--- src/rtl/seq_gate_pkg.sv ---
package seq_gate_pkg;

  localparam int unsigned STATE_W = 2;

  typedef enum logic [STATE_W-1:0] {
    ST_IDLE       = 2'd0,
    ST_LEFT_HELD  = 2'd1,
    ST_LEFT_SEEN  = 2'd2,
    ST_RIGHT_HELD = 2'd3
  } gest_state_e;

endpackage

--- src/rtl/seq_gate_rst_sync.sv ---
module seq_gate_rst_sync #(
  parameter int unsigned STAGES = 2
) (
  input  logic clk_i,
  input  logic rst_n_i,
  output logic rst_n_o
);

  localparam int unsigned LAST = STAGES - 1;

  logic [STAGES-1:0] chain_q;

  // Assertion reaches every stage at once; release ripples in from stage 0.
  always_ff @(posedge clk_i or negedge rst_n_i) begin
    if (!rst_n_i) begin
      chain_q <= '0;
    end else begin
      chain_q <= {chain_q[STAGES-2:0], 1'b1};
    end
  end

  assign rst_n_o = chain_q[LAST];

endmodule

--- src/rtl/seq_gate_fsm.sv ---
module seq_gate_fsm
  import seq_gate_pkg::*;
(
  input  logic        clk_i,
  input  logic        rst_n_i,
  input  logic        left_i,
  input  logic        right_i,
  output gest_state_e state_o,
  output logic        step_o
);

  gest_state_e state_q;
  gest_state_e state_d;
  logic        both_w;

  assign both_w = left_i & right_i;

  // Next-state decode. A press of both buttons always abandons the gesture.
  always_comb begin
    state_d = state_q;
    step_o  = 1'b0;
    if (both_w) begin
      state_d = ST_IDLE;
    end else begin
      unique case (state_q)
        ST_IDLE: begin
          if (left_i) state_d = ST_LEFT_HELD;
        end
        ST_LEFT_HELD: begin
          if (!left_i) state_d = ST_LEFT_SEEN;
        end
        ST_LEFT_SEEN: begin
          if (right_i)     state_d = ST_RIGHT_HELD;
          else if (left_i) state_d = ST_LEFT_HELD;
        end
        ST_RIGHT_HELD: begin
          if (!right_i) begin
            state_d = ST_IDLE;
            step_o  = 1'b1;
          end
        end
        default: state_d = ST_IDLE;
      endcase
    end
  end

  always_ff @(posedge clk_i or negedge rst_n_i) begin
    if (!rst_n_i) begin
      state_q <= ST_IDLE;
    end else begin
      state_q <= state_d;
    end
  end

  assign state_o = state_q;

endmodule

--- src/rtl/seq_gate_wrap_cnt.sv ---
module seq_gate_wrap_cnt #(
  parameter int unsigned WIDTH = 3
) (
  input  logic             clk_i,
  input  logic             rst_n_i,
  input  logic             en_i,
  output logic [WIDTH-1:0] value_o
);

  localparam logic [WIDTH-1:0] ONE = {{(WIDTH-1){1'b0}}, 1'b1};

  logic [WIDTH-1:0] value_q;
  logic [WIDTH-1:0] value_d;

  always_comb begin
    value_d = value_q;
    if (en_i) value_d = value_q + ONE;
  end

  always_ff @(posedge clk_i or negedge rst_n_i) begin
    if (!rst_n_i) begin
      value_q <= '0;
    end else if (en_i) begin
      value_q <= value_d;
    end
  end

  assign value_o = value_q;

endmodule

--- src/rtl/seq_gate_counter.sv ---
module seq_gate_counter
  import seq_gate_pkg::*;
#(
  parameter int unsigned CNT_W       = 3,
  parameter int unsigned SYNC_STAGES = 2
) (
  input  logic             clk_i,
  input  logic             rst_n_i,
  input  logic             left_i,
  input  logic             right_i,
  output logic [CNT_W-1:0] count_o,
  output logic [1:0]       state_o
);

  logic        rst_sync_n;
  logic        step_w;
  gest_state_e fsm_state;

  seq_gate_rst_sync #(
    .STAGES (SYNC_STAGES)
  ) u_rst (
    .clk_i   (clk_i),
    .rst_n_i (rst_n_i),
    .rst_n_o (rst_sync_n)
  );

  seq_gate_fsm u_fsm (
    .clk_i   (clk_i),
    .rst_n_i (rst_sync_n),
    .left_i  (left_i),
    .right_i (right_i),
    .state_o (fsm_state),
    .step_o  (step_w)
  );

  seq_gate_wrap_cnt #(
    .WIDTH (CNT_W)
  ) u_cnt (
    .clk_i   (clk_i),
    .rst_n_i (rst_sync_n),
    .en_i    (step_w),
    .value_o (count_o)
  );

  assign state_o = fsm_state;

endmodule

--- config.mk ---
export PLATFORM = sky130hd
export DESIGN_NAME = seq_gate_counter
export DESIGN_NICKNAME = d
export VERILOG_FILES = /design/src/rtl/seq_gate_pkg.sv /design/src/rtl/seq_gate_rst_sync.sv /design/src/rtl/seq_gate_fsm.sv /design/src/rtl/seq_gate_wrap_cnt.sv /design/src/rtl/seq_gate_counter.sv
export SDC_FILE = /design/constraint.sdc
export NUM_CORES = 1
export LEC_CHECK = 0
export ABC_CLOCK_PERIOD_IN_PS = 800
export BUFFER_PORTS_ARGS = -buffer_cell sky130_fd_sc_hd__buf_4
export CAP_MARGIN = 20
export CORE_AREA = 2 2 39 41
export DETAILED_ROUTE_END_ITERATION = 8
export DIE_AREA = 0 0 41 43
export PLACE_DENSITY = 0.37
export SYNTH_ARGS = -nofsm -noshare
export SYNTH_HDL_FRONTEND = slang
export SYNTH_HIERARCHICAL = 1
export SYNTH_SLANG_ARGS = --single-unit
--- constraint.sdc ---
create_clock -name clk_i -period 0.8 [get_ports clk_i]
set_input_delay 0.08 -clock clk_i [delete_from_list [all_inputs] [get_ports clk_i]]
set_output_delay 0.08 -clock clk_i [all_outputs]
set_load 0.01 [all_outputs]
Word level (Yosys, flattened, before mapping)
Cells that the tools add are included.
{ "totals": {"mem_count": 0, "latch_bits": 0, "ram_bits": 0, "ff_bits": 7, "output_inout_bits": 5, "rom_bits": 0} }
{ "classes": {"n_div": 0, "n_lt_le_gt_ge": 0, "n_mul": 0, "muxes": 9, "shifts": 0, "reduce_logical": 2, "n_eq_ne": 5, "n_addsub": 1, "n_bitwise": 1} }
{ "op_table": {"columns": ["operator", "count"], "rows": [
  ["$mux 2", 5],
  ["$pmux 2 s4", 1],
  ["$ne 3x2->1 const B", 2],
  ["$eq 2x2->1 const B", 2],
  ["$add 3x1->3 const B", 1],
  ["$mux 1", 3],
  ["$eq 2x1->1 const B", 1],
  ["$logic_not 2->1", 1],
  ["$reduce_and 2->1", 1],
  ["$and 1x1->1", 1]
]} }

Depth between registers and ports, before layout
Gate-level depths: netlist (run 1).
{ "depth": {"ltp_word": 4, "mapped_depth": 3} }

Hierarchy
Netlist (run 1), hierarchy kept.
{ "modules_own_cells": {"columns": ["mod", "area_per_inst_um2", "seq_area_each_um2", "cells_per_inst", "instances"], "rows": [
  ["seq_gate_wrap_cnt", 123.9, 75.1, 8, 1],
  ["seq_gate_fsm", 93.8, 50.0, 8, 1],
  ["seq_gate_rst_sync", 53.8, 50.0, 3, 1]
]} }

Worst setup path before layout (run 1)
No wires, ideal clock.
{ "synth_timing": {"path_kind": "register -> register", "start": "register u_fsm.state_q[1], in the netlist u_fsm/state_o[1]", "end": "register u_cnt.value_q[1], in the netlist u_cnt/value_o[1]", "t_arrival_ns": 0.982, "setup_ns": 0.125, "path_stages_with_launch": 3, "path_slack_ns": -0.307, "path_cell_list": "dfrtp_1 and3b_1 mux2_4"} }
{ "synth_via": {"elab_chain_len": 3} }
{ "synth_rtl": {"columns": ["item", "line", "rtl"], "rows": [
  ["start, declared", "seq_gate_fsm.sv:12", "gest_state_e state_q;"],
  ["start signal, assigned", "seq_gate_fsm.sv:51", "state_q <= state_d;"],
  ["$eq 2x2->1", "seq_gate_fsm.sv:25", "unique case (state_q)"],
  ["$mux 1", "seq_gate_fsm.sv:25", null],
  ["$mux 1", "seq_gate_fsm.sv:22", "if (both_w) begin"],
  ["net step_w", "seq_gate_counter.sv:16", "logic step_w;"],
  ["end signal, assigned", "seq_gate_wrap_cnt.sv:24", "value_q <= value_d;"],
  ["end, declared", "seq_gate_wrap_cnt.sv:12", "logic [WIDTH-1:0] value_q;"]
]} }
The timed path passes the listed nets, and every way through them passes these cells.
A chain may end at the register's enable or synchronous reset.

Final worst setup path (run 1)
{ "layout_timing": {"start": "register u_cnt.value_q[1], in the netlist u_cnt/value_o[1]", "end": "register u_cnt.value_q[1], in the netlist u_cnt/value_o[1]"} }
{ "layout_via": {"elab_chain_len": 1} }
{ "layout_rtl": {"columns": ["item", "line", "rtl"], "rows": [
  ["$add 3x1->3", "seq_gate_wrap_cnt.sv:17", "if (en_i) value_d = value_q + ONE;"],
  ["net u_cnt.value_d[1]", "seq_gate_wrap_cnt.sv:13", "logic [WIDTH-1:0] value_d;"]
]} }
The timed path passes the listed nets, and every way through them passes these cells.

==> results of run 1 <==
logic make-up after synthesis:
kind of cell	count (synthesis)	synth area share, %
AND/OR/NAND/NOR	5	12.0
flip-flops	7	64.5
multiplexers	1	5.53
other	1	1.38
XOR/XNOR	2	6.45
AO/OA/AOI/OAI	2	5.53
adder cells (fa/ha/maj)	1	4.61
layer usage:
metal / track usage [%] / wire, um / vias up
met5: 0 / 0 / -
met4: 6.00 / 8 / 0
met3: 7.85 / 16 / 2
met2: 12.8 / 313 / 3
met1: 6.51 / 214 / 105
li1: - / - / 112
worst max path at each step:
stage	start	to	slack [ps]
2_1_floorplan	u_fsm/state_o[0]	u_cnt/value_o[1]	-290
3_3_place_gp	u_cnt/value_o[0]	u_cnt/value_o[1]	-230
3_5_place_dp	u_cnt/value_o[0]	u_cnt/value_o[1]	-230
4_1_cts	u_cnt/value_o[0]	u_cnt/value_o[1]	-240
5_1_grt	u_fsm/state_o[1]	u_cnt/value_o[1]	-270
6_report	u_cnt/value_o[1]	u_cnt/value_o[1]	-240
layout make-up:
class	instances	area [um^2]
timing repair buffer	19	174
clock buffer	4	26.3
tap	16	20.0
multi-input combinational	12	111
sequential	7	175
fill	139	877
synth_stat cells (all sizes together):
master  instances  share of area (%)
nor2b           1                2.3
nor2            1                1.4
ha              1                4.6
nand2           1                1.4
dfrtp           7                 65
conb            1                1.4
a22o            1                3.7
xnor2           1                3.2
and3b           1                3.2
a21oi           1                1.8
mux2            1                5.5
xor2            1                3.2
nor3            1                3.7
power by group through the flow:
stage	Combinational [uW]	Sequential, uW	Clock (uW)
floorplan	109	538	0
detailed placement	411	491	0
global placement	404	491	0
CTS	471	484	325
finish	514	489	310
global route	551	498	365
state kept, by name, indices dropped and copies added, names as in the netlist:
register,flops
u_fsm/state_o,2
u_rst/chain_q,2
u_cnt/value_o,3
worst max-delay path, stage by stage (launching register included):
cell and delay [ps]:
dfrtp_1 400, ha_1 280, mux2_4 250
metrics by stage:
stage | std cells | power (uW) | worst slack (ps)
final | 58 | 1310 | -244
after global routing | 58 | 1410 | -268
after CTS | 58 | 1280 | -238
after detailed placement | 50 | 901 | -230
after global placement | 50 | 895 | -230
after floorplan | 19 | 647 | -286
repair_timing:
item                                   4_1_cts  5_1_grt
hold buffers                                 2        0
pin swaps                                    3        2
endpoints found under the hold margin        3        0
setup endpoints to repair                   10       10
gates resized for setup                      6        4
setup buffers                                2        0
==> run summary, run 1 <==
post-synthesis cell count = 19
Post-DP HPWL = 393 um
hold slack = 80.7 ps
Peak Freq = 0.957 GHz
Cell Rows = 14
vias in the first global route = 227
layout cell share with drive strength beyond 1 = 59.5%
Psw = 354 uW
RSZ-0062 raised after global routing = true
Comb power frac = 39.1%
Die ar. = 1760 um^2
drt first pass iters = 2
P&R area growth vs syn = 86.6%
Final Util = 36.6%
Tightest Hold Check Type = flip-flop to asynchronous set/reset pin
Port Buffers = 8
Distinct cells, synth = 13
clock network power share = 23.6%
initial antenna violation count = 0
vias = 222
Mapped Nets = 24
antenna cell count = 0
worst skew pair latency = 250 ps
cts bufs inserted = 3
total gr overflow = 0
sequential area share after synthesis = 64.5%
final wirelength = 553 um
Worst VDD drop = 1.09 mV
run status = finished, violations left
FF-to-FF Start = u_cnt/value_o[1]
syn_area_per_cell = 14.3 um^2
Root Driver = clkbuf_4
first-pass GRT wire length = 897 um
DRC = 0
Pins Over Slew Limit = 0
Syn Std Cell Area = 272 um^2
H-tree levels = 1
most frequent cells in the layout = 10 x buf_4, 7 x buf_6, 7 x dfrtp_1
chip height = 43 um
Pleak = 0.000266 uW
crit share post-route = 131%
Nets = 48
R2R Path End = u_cnt/value_o[1]
CTS tree = done
Final min period = 1040 ps
First DRT Iteration DRCs = 1
required time worst endpoint = 930 ps
Yosys warnings = 6
Clock transition at path regs = 50 ps
failing checks = negative setup slack
Placer Congestion = 0.659
largest net degree at the start of global routing = 6
Via density = 3.83
clock sinks = 7
setup violators final = 10
worst endpoint data arrival time = 1180 ps
Internal Pwr Total = 959 uW
Routed Antenna Nets = 0
Max Cap Viol = 0
all-layer global routing usage = 8.57%
nature of the critical path startpoint = flip-flop
FF-to-FF path depth = 2
WL/cell = 9.53 um
worst-path fanout max = 2
Die W = 41 um
most common cell after layout, fill and taps aside = buf_4
sequential share of power = 37.3%
CP Class = flip-flop to flip-flop
Initial Util = 19.6%
CTS Buffer Depth = 2
final hold viol count = 0
design area = 507 um^2
CP endpoint kind = flip-flop
R2R setup slack = -240 ps
clk_skew = 2.85 ps
Core Area = 1380 um^2
final worst setup slack = -244 ps
I/O pin count = 9
number of synthesized register bits = 7
DP Area = 405 um^2
setup tns final = -1540 ps
power density cells = 2590 nW/um^2
Sw Ratio = 27.0%
Power figures use the tool's default switching activity.
==> run 2: changes to the inputs <==
--- a/config.mk
+++ b/config.mk
@@ -5,13 +5,16 @@
 export SDC_FILE = /design/constraint.sdc
 export NUM_CORES = 1
 export LEC_CHECK = 0
-export ABC_CLOCK_PERIOD_IN_PS = 800
+export ABC_CLOCK_PERIOD_IN_PS = 1000
 export BUFFER_PORTS_ARGS = -buffer_cell sky130_fd_sc_hd__buf_4
 export CAP_MARGIN = 20
+export CELL_PAD_IN_SITES_DETAIL_PLACEMENT = 0
+export CELL_PAD_IN_SITES_GLOBAL_PLACEMENT = 1
 export CORE_AREA = 2 2 39 41
 export DETAILED_ROUTE_END_ITERATION = 8
 export DIE_AREA = 0 0 41 43
-export PLACE_DENSITY = 0.37
+export PLACE_DENSITY = 0.43
+export SKIP_LAST_GASP = 1
 export SYNTH_ARGS = -nofsm -noshare
 export SYNTH_HDL_FRONTEND = slang
 export SYNTH_HIERARCHICAL = 1
==> constraint.sdc (replaced) <==
create_clock -name clk_i -period 1 [get_ports clk_i]
set_input_delay 0.1 -clock clk_i [delete_from_list [all_inputs] [get_ports clk_i]]
set_output_delay 0.1 -clock clk_i [all_outputs]
set_load 0.01 [all_outputs]
==> run 2 against run 1 <==
Compared with the run above: the run still ends with negative setup slack left; wire length fell by 14%; sequential power fell by 20%; cell count down 8.6%; setup slack gained 200 ps; total power decreased by 27%; final area fell by 16%; clock-buffer cell count unchanged; combinational power down 37%; critical endpoint unchanged.
==> run summary, run 2 (synthesis results as in run 1) <==
Worst VDD drop = 0.600 mV (-45%)
final worst setup slack = -41.8 ps (+203 ps)
Port Buffers = 8 (unchanged)
RSZ-0062 raised after global routing = true
gr busiest metal = met2
setup tns final = -65.1 ps (+1470 ps)
clock sinks = 7 (unchanged)
R2R setup slack = -40 ps (+200 ps)
max reg flops = 3 (unchanged)
worst setup path end = u_cnt/value_o[1]
WL/cell = 8.92 um (-6.4%)
most common cell after layout, fill and taps aside = buf_4
R2R Path End = u_cnt/value_o[1]
Psw = 263 uW (-26%)
power density cells = 2260 nW/um^2 (-13%)
Peak Freq = 0.960 GHz (+0.25%)
largest net degree at the start of global routing = 6 (unchanged)
met2 Track Usage GR = 8.75% (-4.1 points)
Post-DP HPWL = 379 um (-3.6%)
Die ar. = 1760 um^2 (unchanged)
H-tree levels = 1 (unchanged)
run status = finished, violations left
Comb power frac = 33.5% (-5.6 points)
hold slack = 25.4 ps (-55.3 ps)
Root Driver = clkbuf_4
total gr overflow = 0 (unchanged)
drt first pass iters = 1 (-1)
CTS Buffer Depth = 2 (unchanged)
CP endpoint kind = flip-flop
clock network power share = 26.2% (+2.6 points)
Placer Congestion = 0.575 (-13%)
met3 Resource Use GR = 7.85% (unchanged)
DRC = 0 (unchanged)
Internal Pwr Total = 701 uW (-27%)
antenna cell count = 0 (unchanged)
met1 usage = 7.21% (+0.70 points)
Sw Ratio = 27.3% (+0.31 points)
vias in the first global route = 168 (-26%)
CTS resizes = 0 (-6)
Clock transition at path regs = 50 ps (about the same)
worst endpoint data arrival time = 1180 ps (about the same)
worst skew pair latency = 250 ps (about the same)
most frequent cells in the layout = 13 x buf_4, 7 x dfrtp_1, 3 x clkbuf_4
Routed Antenna Nets = 0 (unchanged)
Via density = 3.70 (-3.4%)
layout cell share with drive strength beyond 1 = 54.1% (-5.5 points)
Nets = 43 (-10%)
cts bufs inserted = 3 (unchanged)
fill cell count = 156 (+12%)
First DRT Iteration DRCs = 0 (-1)
all-layer global routing usage = 7.17% (-1.4 points)
initial antenna violation count = 0 (unchanged)
I/O pin count = 9 (unchanged)
required time worst endpoint = 1130 ps (+200 ps)
worst-path fanout max = 2 (unchanged)
Pins Over Slew Limit = 0 (unchanged)
nature of the critical path startpoint = flip-flop
Tot Pwr = 964 uW (-27%)
chip height = 43 um (unchanged)
Crit. Startpoint = u_cnt/value_o[0]
final wirelength = 473 um (-14%)
first-pass GRT wire length = 745 um (-17%)
FF-to-FF path depth = 2 (unchanged)
crit share post-route = 104% (-26 points)
setup violators final = 2 (-8)
Max Cap Viol = 0 (unchanged)
FF+latch area = 175 um^2 (unchanged)
multi-input logic area = 97.6 um^2 (-12%)
Initial Util = 19.6% (unchanged)
sequential share of power = 40.3% (+3.0 points)
Core Area = 1380 um^2 (unchanged)
Pleak = 0.000220 uW (-17%)
Die W = 41 um (unchanged)
P&R area growth vs syn = 57.1%
clk_skew = 5.44 ps (+2.60 ps)
failing checks = negative setup slack
Tightest Hold Check Type = input port to flip-flop
FF-to-FF Start = u_cnt/value_o[0]
CTS tree = done
setup bufs post-CTS = 0 (-2)
Cell Rows = 14 (unchanged)
CP Class = flip-flop to flip-flop
vias = 196 (-12%)
Final min period = 1040 ps (-2.64 ps)
final hold viol count = 0 (unchanged)
-- run 2: what timing repair did --
action / 4_1_cts / 5_1_grt
pin swaps: 1 / 1
hold buffers: 1 / 0
hold endpoints to repair: 2 / 0
endpoints found under the setup margin: 4 / 7
-- run 2: final cells by class --
cell class                      count  share of cell area [%]
Sequential cell                     7                    41.1
Timing Repair Buffer               14                    25.2
Multi-Input combinational cell     12                    22.9
Clock buffer                        4                    6.16
Tap cell                           16                    4.69
-- run 2: metal layers --
layer / wire [um] / vias to the layer above
li1: - / 98
met1: 193 / 94
met2: 251 / 4
met3: 28 / 0
met4: 0 / 0
met5: 0 / -
-- run 2: worst min path at each step --
stage                       start                to  slack [ps]  depth (start not counted)
after floorplan           rst_n_i  u_rst/chain_q[0]        -200                          0
after global placement    rst_n_i  u_rst/chain_q[0]        -120                          1
final                      left_i  u_fsm/state_o[1]          30                          2
after detailed placement  rst_n_i  u_rst/chain_q[0]        -120                          1
after global routing       left_i  u_fsm/state_o[1]           7                          2
after CTS                  left_i  u_fsm/state_o[1]          10                          2
-- run 2: through the flow --
| stage | cell area (um^2) | util, % | instances | setup slack (ps) |
|---|---|---|---|---|
| floorplan | 273 | - | 19 | -85.7 |
| global route | 427 | 30.8 | 53 | -63.6 |
| global placement | 390 | 28.2 | 48 | -26.4 |
| detailed placement | 390 | 28.2 | 48 | -52.5 |
| CTS | 427 | 30.8 | 53 | -46.9 |
| finish | 427 | 30.8 | 53 | -41.8 |
-- run 2: worst max-delay path, cell delays in order (launching register included) --
cell and delay, ps:
dfrtp_1 390, ha_1 280, mux2_4 260
-- run 2: power by group through the flow --
stage,clock (uW),sequential [uW],combinational (uW)
after floorplan,0,430,87.2
after global placement,0,388,314
after detailed placement,0,393,325
after CTS,267,389,332
after global routing,281,399,349
final,252,389,323
==> run 3: changes to the inputs <==
--- a/config.mk
+++ b/config.mk
@@ -8,12 +8,12 @@
 export ABC_CLOCK_PERIOD_IN_PS = 1000
 export BUFFER_PORTS_ARGS = -buffer_cell sky130_fd_sc_hd__buf_4
 export CAP_MARGIN = 20
-export CELL_PAD_IN_SITES_DETAIL_PLACEMENT = 0
-export CELL_PAD_IN_SITES_GLOBAL_PLACEMENT = 1
+export CELL_PAD_IN_SITES_DETAIL_PLACEMENT = 1
+export CELL_PAD_IN_SITES_GLOBAL_PLACEMENT = 2
 export CORE_AREA = 2 2 39 41
 export DETAILED_ROUTE_END_ITERATION = 8
 export DIE_AREA = 0 0 41 43
-export PLACE_DENSITY = 0.43
+export PLACE_DENSITY = 0.5
 export SKIP_LAST_GASP = 1
 export SYNTH_ARGS = -nofsm -noshare
 export SYNTH_HDL_FRONTEND = slang
==> run 3 against run 2 <==
Compared with the run above: the flow still finishes with violations (negative setup slack); wire length increased by 16%; final area increased by 2.6%; clock power up 2%; cell count increased by 1.9%; critical path depth did not move; fmax increased by 0.58%; non-clock buffer count is 1 higher; setup slack better by 6.0 ps; core utilization rose by 0.81 points; sequential power barely moved; hold slack got worse by 6.4 ps; combinational power is essentially flat.
==> run summary, run 3 (synthesis results as in run 1) <==
Placer Congestion = 0.644 (+12%)
Die W = 41 um (unchanged)
clock sinks = 7 (unchanged)
antenna cell count = 0 (unchanged)
drt first pass iters = 1 (unchanged)
initial antenna violation count = 0 (unchanged)
power density cells = 2210 nW/um^2 (-2.2%)
Post-DP HPWL = 458 um (+21%)
hold slack = 19.0 ps (-6.37 ps)
DP Area = 398 um^2 (+1.9%)
final worst setup slack = -35.9 ps (+6.00 ps)
total gr overflow = 0 (unchanged)
chip height = 43 um (unchanged)
failing checks = negative setup slack
I/O pin count = 9 (unchanged)
most common cell after layout, fill and taps aside = buf_4
final wirelength = 551 um (+16%)
RSZ-0062 raised after global routing = true
Port Buffers = 8 (unchanged)
P&R area growth vs syn = 61.3%
max reg flops = 3 (unchanged)
CTS tree = done
H-tree levels = 1 (unchanged)
worst-path fanout max = 4 (+2)
Core Area = 1380 um^2 (unchanged)
cts bufs inserted = 3 (unchanged)
vias in the first global route = 207 (+23%)
design area = 438 um^2 (+2.6%)
worst endpoint data arrival time = 1170 ps (about the same)
Routed Antenna Nets = 0 (unchanged)
clk_skew = 0.962 ps (-4.48 ps)
most frequent cells in the layout = 13 x buf_4, 7 x dfrtp_1, 3 x clkbuf_4
all-layer global routing usage = 8.73% (+1.6 points)
vias = 210 (+7.1%)
run status = finished, violations left
Peak Freq = 0.965 GHz (+0.58%)
Nets = 44 (+2.3%)
DRC = 0 (unchanged)
layout cell share with drive strength beyond 1 = 55.3% (+1.2 points)
Pleak = 0.000226 uW (+2.8%)
CTS Buffer Depth = 2 (unchanged)
Clock transition at path regs = 50 ps (about the same)
CP endpoint kind = flip-flop
Max Cap Viol = 0 (unchanged)
nature of the critical path startpoint = flip-flop
setup violators final = 4 (+2)
Tightest Hold Check Type = input port to flip-flop
worst skew pair latency = 250 ps (about the same)
setup tns final = -48.1 ps (+17.0 ps)
largest net degree at the start of global routing = 6 (unchanged)
Root Driver = clkbuf_4
WL/cell = 10.2 um (+14%)
CP Class = flip-flop to flip-flop
Initial Util = 19.6% (unchanged)
setup bufs post-CTS = 0 (unchanged)
Worst VDD drop = 0.817 mV (+36%)
fill cell count = 156 (unchanged)
Pins Over Slew Limit = 0 (unchanged)
crit share post-route = 104% (-0.60 points)
pre-CTS setup slack = -43.8 ps (+8.71 ps)
Die ar. = 1760 um^2 (unchanged)
required time worst endpoint = 1140 ps (about the same)
Final min period = 1040 ps (-6.00 ps)
First DRT Iteration DRCs = 0 (unchanged)
Via density = 3.89 (+5.2%)
Cell Rows = 14 (unchanged)
final hold viol count = 0 (unchanged)
first-pass GRT wire length = 869 um (+17%)
[run 3: timing repair]
item	in CTS	in global routing
hold endpoints to repair	2	0
pin swaps	2	1
resized for setup	1	0
hold buffers	1	0
gates cloned	0	0
setup endpoints to repair	7	8
[run 3: critical path, stage by stage, from the launching register on]
cell and delay (ps):
dfrtp_1 370, and3b_2 250, mux2_4 300
[run 3: report_power, final]
group / total (uW) / internal, uW / leakage (uW) / switching (uW)
sequential: 388 / 347 / 0.0000874 / 40.4
clock: 258 / 152 / 0.0000150 / 106
combinational: 322 / 202 / 0.000123 / 120
total: 968 / 702 / 0.000226 / 266
[run 3: path summary, 6_finish.rpt]
kind / startpoint / end / slack (ps) / depth (start not counted)
max: u_fsm/state_o[1] / u_cnt/value_o[1] / -40 / 2
min: left_i / u_fsm/state_o[1] / 20 / 2
max reg2reg: u_fsm/state_o[1] / u_cnt/value_o[1] / -40 / 2
min reg2reg: u_rst/chain_q[1] / u_cnt/value_o[0] / 80 / 0
max in group asynchronous: u_rst/chain_q[1] / u_fsm/state_o[1] / 740 / 0
min in group asynchronous: u_rst/chain_q[1] / u_cnt/value_o[0] / 80 / 0
[run 3: final cells by class]
cell class,instances,area [um^2],share of cell area (%)
sequential,7,175,40.0
timing repair buffer,15,119,27.1
multi-input combinational,12,97.6,22.3
clock buffer,4,26.3,6.00
tap,16,20.0,4.57
[run 3: per-stage QoR]
| stage | total power, uW | instances | util [%] |
|---|---|---|---|
| after floorplan | 517 | 19 | - |
| after global placement | 706 | 49 | 28.8 |
| after detailed placement | 725 | 49 | 28.8 |
| after CTS | 993 | 54 | 31.6 |
| after global routing | 1030 | 54 | 31.6 |
| final | 968 | 54 | 31.6 |
[run 3: routing by layer]
| metal | track usage [%] | part of all wire [%] |
|---|---|---|
| met5 | 0 | 0 |
| met2 | 11.9 | 51 |
| met1 | 7.00 | 35 |
| met4 | 8.00 | 3.6 |
| met3 | 7.85 | 9.8 |
